[src/rtl/i2c_tgt_pkg.sv]
package i2c_tgt_pkg;
    typedef enum logic [3:0] {
        ST_IDLE,
        ST_ADDR,
        ST_ADDR_ACK,
        ST_PTR,
        ST_PTR_ACK,
        ST_WDATA,
        ST_WDATA_ACK,
        ST_RDATA,
        ST_RDATA_ACK,
        ST_IGNORE
    } tgt_state_e;
endpackage

[src/rtl/i2c_line_sync.sv]
module i2c_line_sync #(
    parameter int SYNC_STAGES = 2
) (
    input  logic clk,
    input  logic rst_n,
    input  logic scl_i,
    input  logic sda_i,
    output logic scl_s,
    output logic sda_s,
    output logic scl_rise,
    output logic scl_fall,
    output logic start_det,
    output logic stop_det
);
    localparam int LAST = SYNC_STAGES;

    logic [LAST:0] scl_ff;
    logic [LAST:0] sda_ff;

    always_ff @(posedge clk or negedge rst_n) begin
        if (!rst_n) begin
            scl_ff <= '1;
            sda_ff <= '1;
        end else begin
            scl_ff <= {scl_ff[LAST-1:0], scl_i};
            sda_ff <= {sda_ff[LAST-1:0], sda_i};
        end
    end

    logic scl_prev, sda_prev;
    assign scl_s    = scl_ff[LAST-1];
    assign sda_s    = sda_ff[LAST-1];
    assign scl_prev = scl_ff[LAST];
    assign sda_prev = sda_ff[LAST];

    assign scl_rise  = scl_s & ~scl_prev;
    assign scl_fall  = ~scl_s & scl_prev;
    assign start_det = scl_s & scl_prev & sda_prev & ~sda_s;
    assign stop_det  = scl_s & scl_prev & ~sda_prev & sda_s;
endmodule

[src/rtl/i2c_tgt_fsm.sv]
module i2c_tgt_fsm
    import i2c_tgt_pkg::*;
#(
    parameter logic [6:0] DEV_ADDR = 7'h34,
    parameter int         DATA_W   = 8,
    parameter int         PTR_W    = 8,
    parameter logic [7:0] HOLD_LO  = 8'h20,
    parameter logic [7:0] HOLD_HI  = 8'h27
) (
    input  logic              clk,
    input  logic              rst_n,
    input  logic              scl_s,
    input  logic              sda_s,
    input  logic              scl_rise,
    input  logic              scl_fall,
    input  logic              start_det,
    input  logic              stop_det,
    input  logic [DATA_W-1:0] rd_data_i,
    output logic              sda_pull_o,
    output logic              hold_o,
    output logic              wr_en_o,
    output logic [PTR_W-1:0]  wr_addr_o,
    output logic [DATA_W-1:0] wr_data_o,
    output logic [PTR_W-1:0]  rd_addr_o
);
    localparam int               CNT_W    = $clog2(DATA_W + 1);
    localparam logic [CNT_W-1:0] CNT_FULL = CNT_W'(DATA_W);
    localparam logic [CNT_W-1:0] CNT_LAST = CNT_W'(DATA_W - 1);
    localparam logic [CNT_W-1:0] CNT_ONE  = CNT_W'(1);
    localparam logic [PTR_W-1:0] PTR_ONE  = PTR_W'(1);

    tgt_state_e        state_q, state_d;
    logic [DATA_W-1:0] shreg_q;
    logic [CNT_W-1:0]  cnt_q;
    logic [PTR_W-1:0]  ptr_q;
    logic              rw_q, host_ack_q, hold_q;
    logic              addr_hit, in_window, rx_state, active_state;

    assign addr_hit     = (shreg_q[DATA_W-1 -: 7] == DEV_ADDR);
    assign in_window    = (ptr_q >= HOLD_LO) && (ptr_q <= HOLD_HI);
    assign rx_state     = (state_q == ST_ADDR) || (state_q == ST_PTR) || (state_q == ST_WDATA);
    assign active_state = (state_q == ST_PTR_ACK) || (state_q == ST_WDATA) ||
                          (state_q == ST_WDATA_ACK) || (state_q == ST_RDATA) ||
                          (state_q == ST_RDATA_ACK);

    // State register
    always_ff @(posedge clk or negedge rst_n) begin
        if (!rst_n) state_q <= ST_IDLE;
        else        state_q <= state_d;
    end

    // Transitions: bus conditions first, then falling SCL edges
    always_comb begin
        state_d = state_q;
        if (start_det) begin
            state_d = ST_ADDR;
        end else if (stop_det) begin
            state_d = ST_IDLE;
        end else if (scl_fall) begin
            unique case (state_q)
                ST_IDLE:      state_d = ST_IDLE;
                ST_ADDR:      if (cnt_q == CNT_FULL) state_d = addr_hit ? ST_ADDR_ACK : ST_IGNORE;
                ST_ADDR_ACK:  state_d = rw_q ? ST_RDATA : ST_PTR;
                ST_PTR:       if (cnt_q == CNT_FULL) state_d = ST_PTR_ACK;
                ST_PTR_ACK:   state_d = ST_WDATA;
                ST_WDATA:     if (cnt_q == CNT_FULL) state_d = ST_WDATA_ACK;
                ST_WDATA_ACK: state_d = ST_WDATA;
                ST_RDATA:     if (cnt_q == CNT_LAST) state_d = ST_RDATA_ACK;
                ST_RDATA_ACK: state_d = host_ack_q ? ST_RDATA : ST_IGNORE;
                ST_IGNORE:    state_d = ST_IGNORE;
                default:      state_d = ST_IDLE;
            endcase
        end
    end

    // Shifter, bit counter, pointer, write strobe and hold flag
    always_ff @(posedge clk or negedge rst_n) begin
        if (!rst_n) begin
            shreg_q    <= '0;
            cnt_q      <= '0;
            ptr_q      <= '0;
            rw_q       <= 1'b0;
            host_ack_q <= 1'b0;
            hold_q     <= 1'b0;
            wr_en_o    <= 1'b0;
            wr_addr_o  <= '0;
            wr_data_o  <= '0;
        end else begin
            wr_en_o <= 1'b0;
            if (start_det || stop_det) begin
                cnt_q  <= '0;
                hold_q <= 1'b0;
            end else begin
                if (scl_rise && rx_state) begin
                    shreg_q <= {shreg_q[DATA_W-2:0], sda_s};
                    cnt_q   <= cnt_q + CNT_ONE;
                end
                if (scl_rise && state_q == ST_RDATA_ACK) begin
                    host_ack_q <= ~sda_s;
                    if (!sda_s) ptr_q <= ptr_q + PTR_ONE;
                end
                if (scl_fall) begin
                    case (state_q)
                        ST_ADDR: if (cnt_q == CNT_FULL) begin
                            rw_q  <= shreg_q[0];
                            cnt_q <= '0;
                        end
                        ST_ADDR_ACK: begin
                            cnt_q <= '0;
                            if (rw_q) shreg_q <= rd_data_i;
                        end
                        ST_PTR: if (cnt_q == CNT_FULL) begin
                            ptr_q <= shreg_q;
                            cnt_q <= '0;
                        end
                        ST_WDATA: if (cnt_q == CNT_FULL) begin
                            wr_en_o   <= 1'b1;
                            wr_addr_o <= ptr_q;
                            wr_data_o <= shreg_q;
                            ptr_q     <= ptr_q + PTR_ONE;
                            cnt_q     <= '0;
                        end
                        ST_RDATA: begin
                            shreg_q <= {shreg_q[DATA_W-2:0], 1'b0};
                            cnt_q   <= (cnt_q == CNT_LAST) ? '0 : cnt_q + CNT_ONE;
                        end
                        ST_RDATA_ACK: if (host_ack_q) begin
                            shreg_q <= rd_data_i;
                            cnt_q   <= '0;
                        end
                        default: ;
                    endcase
                end
                if (active_state) hold_q <= in_window;
            end
        end
    end

    // Outputs
    always_comb begin
        sda_pull_o = 1'b0;
        unique case (state_q)
            ST_ADDR_ACK, ST_PTR_ACK, ST_WDATA_ACK: sda_pull_o = 1'b1;
            ST_RDATA:                              sda_pull_o = ~shreg_q[DATA_W-1];
            default:                               sda_pull_o = 1'b0;
        endcase
    end
    assign hold_o    = hold_q;
    assign rd_addr_o = ptr_q;

    // Checks
    assert_sda_moves_scl_low_R9: assert property (@(posedge clk) disable iff (!rst_n)
        (sda_pull_o != $past(sda_pull_o)) |-> !scl_s);
    assert_ack_only_on_match_R2: assert property (@(posedge clk) disable iff (!rst_n)
        (state_q == ST_ADDR_ACK && $past(state_q) == ST_ADDR) |-> $past(addr_hit));
    assert_write_in_data_ack_R3: assert property (@(posedge clk) disable iff (!rst_n)
        wr_en_o |-> (state_q == ST_WDATA_ACK));
    assert_ptr_step_on_write_R4: assert property (@(posedge clk) disable iff (!rst_n)
        (state_q == ST_WDATA_ACK && $past(state_q) == ST_WDATA) |-> (ptr_q == $past(ptr_q) + PTR_ONE));
    assert_hold_drops_on_stop_R8: assert property (@(posedge clk) disable iff (!rst_n)
        stop_det |=> !hold_o);
    assert_released_after_nack_R7: assert property (@(posedge clk) disable iff (!rst_n)
        ($past(state_q) == ST_RDATA_ACK && state_q == ST_IGNORE) |-> !sda_pull_o);
endmodule

[src/rtl/i2c_reg_target.sv]
module i2c_reg_target #(
    parameter logic [6:0] DEV_ADDR    = 7'h34,
    parameter int         DATA_W      = 8,
    parameter int         PTR_W       = 8,
    parameter logic [7:0] HOLD_LO     = 8'h20,
    parameter logic [7:0] HOLD_HI     = 8'h27,
    parameter int         SYNC_STAGES = 2
) (
    input  logic              clk,
    input  logic              rst_n,
    input  logic              scl_i,
    input  logic              sda_i,
    output logic              sda_pull_o,
    output logic              hold_o,
    output logic              wr_en_o,
    output logic [PTR_W-1:0]  wr_addr_o,
    output logic [DATA_W-1:0] wr_data_o,
    output logic [PTR_W-1:0]  rd_addr_o,
    input  logic [DATA_W-1:0] rd_data_i
);
    logic scl_s, sda_s, scl_rise, scl_fall, start_det, stop_det;

    i2c_line_sync #(.SYNC_STAGES(SYNC_STAGES)) u_sync (
        .clk       (clk),
        .rst_n     (rst_n),
        .scl_i     (scl_i),
        .sda_i     (sda_i),
        .scl_s     (scl_s),
        .sda_s     (sda_s),
        .scl_rise  (scl_rise),
        .scl_fall  (scl_fall),
        .start_det (start_det),
        .stop_det  (stop_det)
    );

    i2c_tgt_fsm #(
        .DEV_ADDR (DEV_ADDR),
        .DATA_W   (DATA_W),
        .PTR_W    (PTR_W),
        .HOLD_LO  (HOLD_LO),
        .HOLD_HI  (HOLD_HI)
    ) u_fsm (
        .clk        (clk),
        .rst_n      (rst_n),
        .scl_s      (scl_s),
        .sda_s      (sda_s),
        .scl_rise   (scl_rise),
        .scl_fall   (scl_fall),
        .start_det  (start_det),
        .stop_det   (stop_det),
        .rd_data_i  (rd_data_i),
        .sda_pull_o (sda_pull_o),
        .hold_o     (hold_o),
        .wr_en_o    (wr_en_o),
        .wr_addr_o  (wr_addr_o),
        .wr_data_o  (wr_data_o),
        .rd_addr_o  (rd_addr_o)
    );
endmodule

[config.mk]
export PLATFORM = sky130hd
export DESIGN_NAME = i2c_reg_target
export DESIGN_NICKNAME = d
export VERILOG_FILES = /design/src/rtl/i2c_tgt_pkg.sv /design/src/rtl/i2c_line_sync.sv /design/src/rtl/i2c_tgt_fsm.sv /design/src/rtl/i2c_reg_target.sv
export SDC_FILE = /design/constraint.sdc
export NUM_CORES = 1
export LEC_CHECK = 0
export ABC_AREA = 0
export BUFFER_PORTS_ARGS = -buffer_cell sky130_fd_sc_hd__buf_4
export CAP_MARGIN = 20
export CORE_ASPECT_RATIO = 2
export CORE_MARGIN = 10
export CORE_UTILIZATION = 60
export DETAILED_ROUTE_END_ITERATION = 8
export PLACE_DENSITY = 0.94
export SLEW_MARGIN = 30
export SYNTH_ARGS = -nofsm -noshare
export SYNTH_HDL_FRONTEND = slang
export SYNTH_SLANG_ARGS = --single-unit
[constraint.sdc]
create_clock -name clk -period 4.6 [get_ports clk]
set_clock_uncertainty 0.15 [all_clocks]
set_input_delay 0.23 -clock clk [delete_from_list [all_inputs] [get_ports clk]]
set_output_delay 0.23 -clock clk [all_outputs]
set_load 0.05 [all_outputs]
==> results by stage <==
Min path:
- The worst hold path begins at rd_data_i[3].
- The worst hold path passes through 2 cells.
- The worst hold-check path type is in2reg.
- The worst hold path terminates at u_fsm.shreg_q[3].

Die:
- The I/O pin count is 39.
- The die is 68.1 um wide.
- The number of standard-cell rows in the floorplan is 35.
- The area of the core is 4550 um2.
- The floorplan die height is 116 um.
- The starting utilization of the core area is 0.609.
- The die outline area is 7900 um2.

Run status:
- The checks that failed: hold timing.
- The flow ran to the end, but the final reports show violations.

GRT:
- The largest net degree at the start of global routing is 51.
- After global routing the overflow that remains totals 0.
- The wire length of the first global-routing pass is 12000 um.
- The total track usage is 0.196.
- The number of global-route vias before repair is 2552.
- The initial antenna violation count is 0.

Synthesis:
- Synthesis produced a netlist with a net count of 293.
- After synthesis the cells add up to 2770 um2.
- The fraction of synthesis flops using an asynchronous set or reset pin is 1.00.
- The number of flops mapped to enable cells by yosys is 0.
- The cell count after synthesis is 277.
- The synthesized design contains 50 register bits.
- Among all flip-flop cells after synthesis, the most frequent one is sky130_fd_sc_hd__dfrtp_1.
- The post-synthesis cell type count is 58.
- Yosys printed 0 warnings.
- The share of the Yosys chip area taken by registers is 0.454.
- Averaged over all synthesized cells, the footprint is 10.0 um2.

Clocking:
- The clock tree root driver cell is sky130_fd_sc_hd__clkbuf_8.
- At the later pin of the worst-skew pair, clock insertion delay measures 300 ps.
- CTS saw 50 sinks.
- The clock-pin slew of the registers on the worst-case setup and hold paths is 90 ps.
- The number of cells upsized or downsized after cts is 0.
- The buffer levels on the longest clock path is 2.
- The H-tree depth reported by CTS is 2.
- The number of setup buffers added after CTS is 0.
- TritonCTS built the clock tree.
- The number of clock buffers added by TritonCTS is 5.
- The count of hold-fix buffers inserted at cts is 4.

Worst setup path:
- The data arrival time at the worst-slack endpoint is 2800 ps.
- The element type at the critical path end is a flip-flop.
- The worst register-to-register path has a depth of 6.
- The setup path with the least slack is of type reg2reg.
- The highest fanout seen on the critical path is 19.
- The critical path required time is 4640 ps.
- STA classifies the critical path startpoint as a flip-flop.
- The register-to-register setup slack is 1840 ps.
- The endpoint of the worst-slack reg-to-reg timing path is u_fsm.wr_data_o[1].
- The launch point of the worst reg-to-reg path is u_fsm.cnt_q[0].

Routing:
- The routed wire length is 7200 um.
- Dividing the detail-routed wire length by the instance count gives 19.3 um.
- Summing over every cut layer, the via total after detailed routing is 2426.
- Using the TritonRoute via totals, the vias-per-cell ratio works out to 6.52.
- The violation count after the first detailed-route iteration is 145.
- The detailed-route DRC error count is 0.
- The remaining number of nets flagged by the antenna check after routing is 0.
- The first TritonRoute pass finished after 8 iterations.

Cells and area:
- The layout net count is 332.
- In the final layout, flip-flops and latches occupy 1260 um2.
- The area growth from synthesis to layout is 16.6%.
- The antenna cell count is 0.
- The number of filler instances in the final layout is 351.
- The finished layout holds 372 standard cells, fillers aside.
- Of the cells placed in the final design, the portion with a size suffix greater than 1 is 0.237.
- Summing all multi-input logic gate instances after layout gives 1430 um2.

Timing:
- Setup repair after global routing left no endpoint under its margin.
- Setup violations remaining at the end of the flow were counted as 0.
- The portion of the clock cycle consumed by the worst path in the final layout is 0.600.
- The sum of negative setup slack is 0 ps.
- The final count of hold timing violations is 1.
- The final critical delay including setup and external delays is 2760 ps.
- Across all hold checks on the routed design, the worst slack comes to -2.10 ps.
- Based on the critical path, the design can be clocked at up to 362 MHz.
- The pin slew with the least headroom to its limit is 754 ps.
- The total count of max-transition violations in the final report came to 0.
- The normalized max-slew margin is 0.496.

Flow run:
- The tool flagged a number of max-cap violations equal to 0.

Power and ir drop:
- The analysis attributes to cell leakage a power of 1.51 nW.
- The overall power is 0.00150 W.
- The power density over the cells is 465 nW/um2.
- VDD sags by at most 333 uV.

Placement:
- The number of cells after detailed placement is 360.
- Input and output buffers added on the ports amount to 38.
- Once detailed placement completed, the half-perimeter wirelength came to 5410 um.
- Routability-driven placement finished with a final weighted congestion of 0.942.
synth_stat cells (4+ instances only):
cell type / number / area (um2)
sky130_fd_sc_hd__o21ai_0: 18 / 90.1
sky130_fd_sc_hd__dfrtp_1: 44 / 1100
sky130_fd_sc_hd__nand2b_1: 5 / 31.3
sky130_fd_sc_hd__dfstp_2: 6 / 158
sky130_fd_sc_hd__xnor2_1: 5 / 43.8
sky130_fd_sc_hd__xor2_1: 7 / 61.3
sky130_fd_sc_hd__and3_1: 4 / 25.0
sky130_fd_sc_hd__nor2b_1: 6 / 37.5
sky130_fd_sc_hd__a21oi_1: 9 / 45.0
sky130_fd_sc_hd__nor2_1: 17 / 63.8
sky130_fd_sc_hd__nand4_1: 4 / 25.0
sky130_fd_sc_hd__a21o_1: 4 / 30.0
sky130_fd_sc_hd__a211oi_1: 8 / 60.1
sky130_fd_sc_hd__nand3_1: 10 / 50.1
sky130_fd_sc_hd__and2_1: 8 / 50.1
sky130_fd_sc_hd__nor3_1: 7 / 35.0
sky130_fd_sc_hd__a221o_1: 8 / 80.1
sky130_fd_sc_hd__clkbuf_1: 5 / 18.8
sky130_fd_sc_hd__ha_1: 4 / 50.1
sky130_fd_sc_hd__mux2_2: 16 / 180
sky130_fd_sc_hd__inv_1: 9 / 33.8
sky130_fd_sc_hd__nand2_1: 24 / 90.1
how the worst max path moves through the flow:
stage | depth (start not counted) | from | slack, ps | endpoint
final | 6 | u_fsm.cnt_q[0] | 1840 | u_fsm.wr_data_o[1]
after global routing | 6 | u_fsm.cnt_q[0] | 1570 | u_fsm.wr_data_o[1]
after CTS | 6 | u_fsm.cnt_q[0] | 1830 | u_fsm.wr_addr_o[7]
after detailed placement | 6 | u_fsm.cnt_q[0] | 1830 | u_fsm.wr_addr_o[7]
after global placement | 6 | u_fsm.cnt_q[0] | 1870 | u_fsm.wr_data_o[1]
after floorplan | 7 | u_fsm.cnt_q[0] | 2400 | u_fsm.wr_addr_o[7]
cell usage in the layout, fill, tap and decap left out, drive strengths merged, types with 8 or more instances in the layout:
| master | synthesis | final |
|---|---|---|
| a221o | 8 | 8 |
| buf | 5 | 38 |
| inv | 9 | 10 |
| a211oi | 8 | 8 |
| and2 | 8 | 8 |
| nor2 | 18 | 18 |
| dfrtp | 44 | 44 |
| nand2 | 24 | 24 |
| a21oi | 9 | 9 |
| mux2 | 16 | 16 |
| nand3 | 10 | 10 |
| o21ai | 19 | 19 |
where the power goes:
group / total [W] / switching [W] / internal, W
clock: 0.000312 / 0.000149 / 0.000163
combinational: 0.000507 / 0.000294 / 0.000214
sequential: 0.000682 / 0.000168 / 0.000514
total: 0.00150 / 0.000611 / 0.000891
metrics by stage:
| step | instance area, um2 | util | setup slack, ps |
|---|---|---|---|
| floorplan | 2770 | - | 2400 |
| global placement | 3070 | 0.675 | 1870 |
| detailed placement | 3070 | 0.675 | 1830 |
| CTS | 3230 | 0.708 | 1830 |
| global route | 3230 | 0.710 | 1570 |
| finish | 3230 | 0.710 | 1840 |
final cells by class:
type | count | share of cell area
multi-input combinational | 208 | 0.443
sequential | 50 | 0.389
timing repair buffer | 42 | 0.101
clock buffer | 5 | 0.0213
tap | 55 | 0.0213
clock inverter | 3 | 0.0136
inverter | 9 | 0.0105
worst max-delay path, cell delays in order (launching register included):
cell and delay [ps]:
sky130_fd_sc_hd__dfrtp_1 430, sky130_fd_sc_hd__inv_1 100, sky130_fd_sc_hd__ha_1 170, sky130_fd_sc_hd__nand3b_1 250
sky130_fd_sc_hd__nor2_1 500, sky130_fd_sc_hd__nand2_1 590, sky130_fd_sc_hd__mux2_2 460
layer usage:
| layer | routed length [um] | track usage | vias to the layer above |
|---|---|---|---|
| li1 | - | - | 1109 |
| met1 | 2330 | 0.185 | 1144 |
| met2 | 3870 | 0.343 | 129 |
| met3 | 530 | 0.0451 | 44 |
| met4 | 472 | 0.148 | 0 |
| met5 | 0 | 0 | - |
cells by family (layout without fill, tap and decap cells):
group | Yosys count | in the layout | synth area share
AND/OR/NAND/NOR | 106 | 106 | 0.212
buffers and inverters | 19 | 59 | 0.0312
flip-flops | 50 | 50 | 0.454
adder cells (fa/ha/maj) | 4 | 4 | 0.0181
XOR/XNOR | 12 | 12 | 0.0379
multiplexers | 18 | 18 | 0.0722
AO/OA/AOI/OAI | 68 | 68 | 0.175
state kept, by name, indices dropped and copies added (netlist names):
signal	cells
u_fsm.host_ack_q	1
u_fsm.wr_en_o	1
u_fsm.state_q	4
u_fsm.hold_o	1
u_fsm.wr_data_o	8
u_fsm.rd_addr_o	8
u_fsm.shreg_q	8
u_fsm.wr_addr_o	8
u_sync.scl_ff	3
u_sync.sda_ff	3
u_fsm.rw_q	1
u_fsm.cnt_q	4
No activity file was read; power rests on OpenSTA's default activity.
